File: src/rtl/srr_pkg.sv
package srr_pkg;

    typedef enum logic [1:0] {
        CMD_NOP     = 2'd0,
        CMD_PREALL  = 2'd1,
        CMD_MODESET = 2'd2,
        CMD_READ    = 2'd3
    } mem_cmd_e;

    typedef enum logic [3:0] {
        ST_IDLE,
        ST_DRAIN,
        ST_PREALL,
        ST_WAIT_RP,
        ST_STATREQ,
        ST_WAIT_SRR,
        ST_READ,
        ST_WAIT_SRC,
        ST_DONE
    } seq_state_e;

    localparam logic [1:0] BA_STATUS = 2'b01;

endpackage

File: src/rtl/srr_wait_ctr.sv
module srr_wait_ctr #(
    parameter int W = 8
) (
    input  logic         clk,
    input  logic         rst_n,
    input  logic         load,
    input  logic [W-1:0] load_val,
    output logic         last
);
    logic [W-1:0] cnt;

    always_ff @(posedge clk or negedge rst_n) begin
        if (!rst_n)
            cnt <= '0;
        else if (load)
            cnt <= load_val;
        else if (cnt != '0)
            cnt <= cnt - 1'b1;
    end

    assign last = (cnt == W'(1));
endmodule

File: src/rtl/srr_capture.sv
module srr_capture #(
    parameter int DW  = 16,
    parameter int LAT = 3
) (
    input  logic          clk,
    input  logic          rst_n,
    input  logic          start,
    input  logic [DW-1:0] dq,
    output logic [2*DW-1:0] words
);
    localparam int CW = $clog2(LAT + 2) + 1;

    logic          active;
    logic [CW-1:0] cnt;
    logic [DW-1:0] first_q, second_q;

    always_ff @(posedge clk or negedge rst_n) begin
        if (!rst_n) begin
            active   <= 1'b0;
            cnt      <= '0;
            first_q  <= '0;
            second_q <= '0;
        end else if (start) begin
            active <= 1'b1;
            cnt    <= CW'(1);
        end else if (active) begin
            cnt <= cnt + 1'b1;
            if (cnt == CW'(LAT))
                first_q <= dq;
            if (cnt == CW'(LAT + 1)) begin
                second_q <= dq;
                active   <= 1'b0;
            end
        end
    end

    assign words = {second_q, first_q};
endmodule

File: src/rtl/srr_seq.sv
module srr_seq
    import srr_pkg::*;
#(
    parameter int DQ_W    = 16,
    parameter int ADDR_W  = 13,
    parameter int CAS_LAT = 3,
    parameter int T_RP    = 3,
    parameter int T_SRR   = 4,
    parameter int T_SRC   = 6
) (
    input  logic                clk,
    input  logic                rst_n,
    input  logic                req_i,
    output logic                ack_o,
    output logic                busy_o,
    input  logic                traffic_idle_i,
    input  logic                banks_open_i,
    output logic [1:0]          cmd_o,
    output logic [1:0]          ba_o,
    output logic [ADDR_W-1:0]   addr_o,
    input  logic [DQ_W-1:0]     dq_i,
    output logic [2*DQ_W-1:0]   result_o,
    output logic                done_o
);
    localparam int RP_C   = (T_RP  < 2) ? 2 : T_RP;
    localparam int SRR_C  = (T_SRR < 2) ? 2 : T_SRR;
    localparam int SRC_C  = (T_SRC < 2) ? 2 : T_SRC;
    localparam int REC_C  = (SRC_C > CAS_LAT + 2) ? SRC_C : CAS_LAT + 2;
    localparam int MAX_A  = (RP_C > SRR_C) ? RP_C : SRR_C;
    localparam int MAX_G  = (MAX_A > REC_C) ? MAX_A : REC_C;
    localparam int CNT_W  = $clog2(MAX_G + 1);

    seq_state_e state, state_nx;
    logic             ctr_load, ctr_last;
    logic [CNT_W-1:0] ctr_val;

    srr_wait_ctr #(.W(CNT_W)) u_wait (
        .clk      (clk),
        .rst_n    (rst_n),
        .load     (ctr_load),
        .load_val (ctr_val),
        .last     (ctr_last)
    );

    srr_capture #(.DW(DQ_W), .LAT(CAS_LAT)) u_cap (
        .clk   (clk),
        .rst_n (rst_n),
        .start (state == ST_READ),
        .dq    (dq_i),
        .words (result_o)
    );

    // State register
    always_ff @(posedge clk or negedge rst_n) begin
        if (!rst_n) state <= ST_IDLE;
        else        state <= state_nx;
    end

    // Transitions
    always_comb begin
        state_nx = state;
        unique case (state)
            ST_IDLE:     if (req_i) state_nx = ST_DRAIN;
            ST_DRAIN:    if (traffic_idle_i)
                             state_nx = banks_open_i ? ST_PREALL : ST_STATREQ;
            ST_PREALL:   state_nx = ST_WAIT_RP;
            ST_WAIT_RP:  if (ctr_last) state_nx = ST_STATREQ;
            ST_STATREQ:  state_nx = ST_WAIT_SRR;
            ST_WAIT_SRR: if (ctr_last) state_nx = ST_READ;
            ST_READ:     state_nx = ST_WAIT_SRC;
            ST_WAIT_SRC: if (ctr_last) state_nx = ST_DONE;
            ST_DONE:     state_nx = ST_IDLE;
            default:     state_nx = ST_IDLE;
        endcase
    end

    // Outputs
    always_comb begin
        cmd_o    = CMD_NOP;
        ba_o     = 2'b00;
        addr_o   = '0;
        done_o   = 1'b0;
        ctr_load = 1'b0;
        ctr_val  = '0;
        unique case (state)
            ST_PREALL: begin
                cmd_o    = CMD_PREALL;
                ctr_load = 1'b1;
                ctr_val  = CNT_W'(RP_C - 1);
            end
            ST_STATREQ: begin
                cmd_o    = CMD_MODESET;
                ba_o     = BA_STATUS;
                ctr_load = 1'b1;
                ctr_val  = CNT_W'(SRR_C - 1);
            end
            ST_READ: begin
                cmd_o    = CMD_READ;
                ctr_load = 1'b1;
                ctr_val  = CNT_W'(REC_C - 1);
            end
            ST_DONE: done_o = 1'b1;
            default: ;
        endcase
    end

    assign ack_o  = (state == ST_IDLE) && req_i;
    assign busy_o = (state != ST_IDLE);
endmodule

File: config.mk
export PLATFORM = sky130hd
export DESIGN_NAME = srr_seq
export DESIGN_NICKNAME = d
export VERILOG_FILES = /design/src/rtl/srr_pkg.sv /design/src/rtl/srr_wait_ctr.sv /design/src/rtl/srr_capture.sv /design/src/rtl/srr_seq.sv
export SDC_FILE = /design/constraint.sdc
export NUM_CORES = 1
export LEC_CHECK = 0
export ABC_AREA = 1
export BUFFER_PORTS_ARGS = -buffer_cell sky130_fd_sc_hd__buf_4
export CORE_MARGIN = 2
export CORE_UTILIZATION = 55
export DETAILED_ROUTE_END_ITERATION = 7
export PLACE_DENSITY_LB_ADDON = 0.2
export SLEW_MARGIN = 30
export SYNTH_ARGS = -nofsm -noshare
export SYNTH_HDL_FRONTEND = slang
export SYNTH_SLANG_ARGS = --single-unit
File: constraint.sdc
create_clock -name clk -period 3.9 [get_ports clk]
set_clock_uncertainty 0.1 [all_clocks]
set_input_delay 0.195 -clock clk [delete_from_list [all_inputs] [get_ports clk]]
set_output_delay 0.195 -clock clk [all_outputs]
set_load 0.02 [all_outputs]
==> Word-level counts from Yosys, hierarchy flattened <==
Index checks and enable logic that the tools add are counted.
{ "op_classes": {"n_eq_ne": 16, "shift": 0, "n_bitwise": 1, "mul": 0, "n_div": 0, "n_mux": 19, "reduce_logical": 10, "magnitude_cmp": 0, "n_addsub": 2} }
{ "op_table": {"columns": ["operator", "count"], "rows": [
  ["$pmux 4 s8", 1],
  ["$mux 4", 7],
  ["$eq 4x3->1 const B", 5],
  ["$eq 4x2->1 const B", 3],
  ["$ne 2x2->1 const B", 5],
  ["$mux 3", 3],
  ["$pmux 3 s3", 1],
  ["$mux 1", 6],
  ["$pmux 2 s3", 1],
  ["$reduce_and 3->1", 2],
  ["$reduce_and 5->1", 1],
  ["$add 4x1->4 const B", 1],
  ["$eq 4x1->1 const B", 1],
  ["$eq 4x4->1 const B", 1],
  ["$logic_not 4->1", 1],
  ["$reduce_bool 2->1", 2],
  ["$reduce_bool 4->1", 1],
  ["$eq 3x1->1 const B", 1],
  ["$reduce_bool 3->1", 1],
  ["$reduce_or 3->1", 1],
  ["$sub 3x1->3 const B", 1],
  ["$logic_and 1x1->1", 1],
  ["$not 1->1", 1]
]} }
{ "word_totals": {"romBits": 0, "latchBits": 0, "reg_bits": 44, "wordCells": 54, "memories": 0, "ram_bits": 0, "out_inout_bits": 52} }

==> Longest topological paths before layout <==
{ "depth": {"word_depth": 4, "ltp_mapped": 9} }

==> Hierarchy <==
From an unflattened synthesis, not the netlist that was laid out.
{ "hier_totals": {"hier_cells": 265, "area_unflattened_um2": 2316.0} }
{ "by_module_without_submodules": {"columns": ["module", "seq_area_each_um2", "cells_each", "area_each_um2", "instances"], "rows": [
  ["srr_capture", 925.9, 153, 1604.0, 1],
  ["srr_seq", 100.1, 80, 494.2, 1],
  ["srr_wait_ctr", 75.1, 32, 217.7, 1]
]} }

==> Worst setup path after synthesis <==
No wires, ideal clock.
{ "synth_path": {"kind": "register -> output", "from": "register state[1]", "to": "output port done_o", "stages_incl_launch_ff": 5, "n_path_buf": 1, "t_arrival_ns": 1.166, "setup_slack_ns": 2.439, "cell_sequence": "dfrtp_1 buf_2 nor2_1 inv_1 nor3_1"} }
{ "synth_via": {"elab_chain_cells": 2} }
{ "synth_rtl": {"columns": ["item", "line_no", "source"], "rows": [
  ["from (decl)", "srr_seq.sv:33", "seq_state_e state, state_nx;"],
  ["from (signal assigned)", "srr_seq.sv:56", "else state <= state_nx;"],
  ["$eq 4x4->1", "srr_seq.sv:85", "unique case (state)"],
  ["$mux 1", "srr_seq.sv:85", null],
  ["to (decl)", "srr_seq.sv:23", "output logic done_o"]
]} }
No other way between the ends.

==> Worst setup path in the final report <==
Ends and elaborated chain as after synthesis.

==> metrics <==
worst min-delay path class input pin to flop; routed len/inst 11.2 um; most common cell after layout, fill and taps aside buf_4; first-pass GRT wire length between 6 and 7 mm; Tot GR Track Use a little under a fifth; outcome completed; GP Congestion about 0.87; worst setup path start state[1]$_DFFE_PN0P_; Starting Density 57.4%; CP Depth 4; Worst slew margin between 60% and 70%; Detail Placement HPWL between 2 and 3 mm; period utilisation layout a little over two fifths; pre-CTS WS 2250 ps; Worst Tran Pin Value about 540 ps; remaining antenna violation count 0; slowest library cell on the worst path dfrtp_1; diode count 0; DIE AREA around 4700 um^2; max_cap viols 0; Total Power 0.00240 W; Data required, critical path between 3000 and 4000 ps; share of cells above drive strength 1 a little over a third; RSZ-0062 raised after global routing false; largest net degree at the start of global routing 45; crit path buf inv count 2; filler cell count approximately 340; gr ovfl total 0; Pre-Repair DR Iteration Count 4; r2r endpoint u_cap.first_q[10]$_DFFE_PN0P_; Post-synth EDFFs 0; post-route minimum period ~1700 ps; CP Max Fanout 9; crit start category flop; Worst setup endpoint done_o; Syn Area/Cell just over 9 um^2; sequential area share after synthesis 48.0%; Starting DRT DRC Count roughly 110; Rows 23; worst-skew pair later-pin latency 290 ps; post-synth cell types 28; CP top delay family flip-flops; most frequent cells in the layout buf_4 (58), nand2_1 (55), dfrtp_1 (44); Die H just under 70 um; vias per inst ~4.8; Worst Reg-to-Reg Cells 7; area leader, netlist dfrtp_1; CTS buffer count 5; routed vias roughly 1700; synth top area cells dfrtp_1 (48%), o21ai_2 (11%), nand2_1 (9.0%), inv_1 (6.5%), buf_4 (4.6%); setup TNS 0 ps; CTS HTree Levels 2; crit path kind flop to output port; async set-reset flop share out of synthesis between 90% and 100%; # setup viols final 0; initial antenna violation count 0; Placeable Area about 4000 um^2; synth warn 0; Post-Syn Instances 250; start of the worst register-to-register path state[3]$_DFFE_PN0P_; Pleak between 1.5 and 2 nW; Mapped Area 2300 um^2; root buf cell clkbuf_8; Final Hold Viols 0; CTS clk-pin slew, worst paths 80 ps; Clock Sinks 44; Worst Setup End Kind output port; CTS tree built; Area growth syn-to-layout 19.1%; vias in the first global route approximately 1500; CP arrival 1390 ps; final count of pins violating max slew 0; Seq cells post-synth 44; Max Fclk about 590 MHz; io pins 73; Port-buffer cells slightly below 60; # DRC 0; Primary FF master, synth dfrtp_1; Die Wd about 69 um; nets@finish 334; post-synth top area share 48.0%; Worst R2R Setup Slack about 2300 ps; cell chain of the critical path nor2_1, inv_1, nor3_1, buf_4; VDD IR max about 0.00039 V; routed wire length 4.00 mm; worst hold margin 81.2 ps; P per Cell Area 879 nW/um^2; Worst path max stage delay ~470 ps; Clock Tree Buf Depth 2; Setup WS post-layout around 2200 ps
power breakdown:
group	internal (W)	total, W	switching (W)	leakage (nW)
clock network	0.000121	0.000270	0.000149	0.0400
registers	0.000690	0.000861	0.000171	0.526
logic	0.000526	0.00127	0.000747	0.951
timing repair:
| action | in CTS | in global routing |
|---|---|---|
| hold buffers | 1 | 0 |
| resized for setup | 0 | 0 |
| hold endpoints to repair | 44 | 0 |
| setup buffers | 0 | 0 |
cell usage after synthesis (2+ instances only):
| master | number |
|---|---|
| nand3_1 | 12 |
| nand2_2 | 10 |
| buf_12 | 2 |
| ha_1 | 5 |
| o21ai_0 | 4 |
| o211ai_1 | 2 |
| nand2_1 | 55 |
| nor2_1 | 10 |
| dfrtp_1 | 44 |
| nand2_4 | 2 |
| o21ai_2 | 30 |
| a21oi_1 | 3 |
| buf_4 | 14 |
| o21ai_1 | 2 |
| buf_6 | 3 |
| inv_1 | 40 |
stage by stage:
stage | std cells | cell area [um^2] | utilization (%)
floorplan | 263 | 2340 | -
global placement | 350 | 2640 | 66.1
detailed placement | 350 | 2640 | 66.1
CTS | 358 | 2740 | 68.4
global route | 358 | 2740 | 68.4
finish | 358 | 2740 | 68.4
layout make-up:
| cell class | count | area (um^2) | share of cell area [%] |
|---|---|---|---|
| Clock buffer | 5 | 68.8 | 2.52 |
| Clock inverter | 2 | 12.5 | 0.457 |
| Inverter | 42 | 160 | 5.86 |
| Multi-Input combinational cell | 156 | 885 | 32.3 |
| Sequential cell | 44 | 1100 | 40.3 |
| Tap cell | 50 | 62.6 | 2.29 |
| Timing Repair Buffer | 59 | 445 | 16.3 |
layer usage:
layer	GRT usage [%]	vias up	share of wire, %
li1	-	860	-
met1	21.9	788	42
met2	31.4	58	50
met3	4.87	6	6.9
met4	6.00	0	1.3
met5	0	-	0
worst min-delay path, stage by stage:
cell     delay, ps
buf_4           80
inv_1           50
o21ai_2        120
registers in the layout, summed over array words and instances (netlist names):
signal,cells
u_wait.cnt,3
u_cap.first_q,16
state,4
u_cap.second_q,16
u_cap.cnt,4
u_cap.active,1
kinds of logic (layout without fill, tap and decap cells):
| logic type | count (synthesis) | after routing | share of synthesized area, % |
|---|---|---|---|
| compound gates | 42 | 42 | 14.4 |
| other cells | 1 | 14 | 0.163 |
| flops | 44 | 44 | 48.0 |
| buf+inv | 63 | 108 | 15.6 |
| fa+ha+maj | 5 | 5 | 2.72 |
| xor+xnor | 2 | 2 | 0.763 |
| simple gates | 93 | 93 | 18.4 |
worst min-delay path by stage:
stage	cells past startpoint	slack [ps]	startpoint	end
finish	3	80	dq_i[3]	u_cap.second_q[3]$_DFFE_PN0P_
global placement	1	130	rst_n	u_cap.cnt[3]$_DFFE_PN0P_
global route	3	80	dq_i[9]	u_cap.first_q[9]$_DFFE_PN0P_
CTS	3	80	dq_i[3]	u_cap.second_q[3]$_DFFE_PN0P_
floorplan	0	-200	rst_n	state[0]$_DFFE_PN0P_
detailed placement	1	120	rst_n	u_cap.second_q[8]$_DFFE_PN0P_
Power figures use the tool's default switching activity.
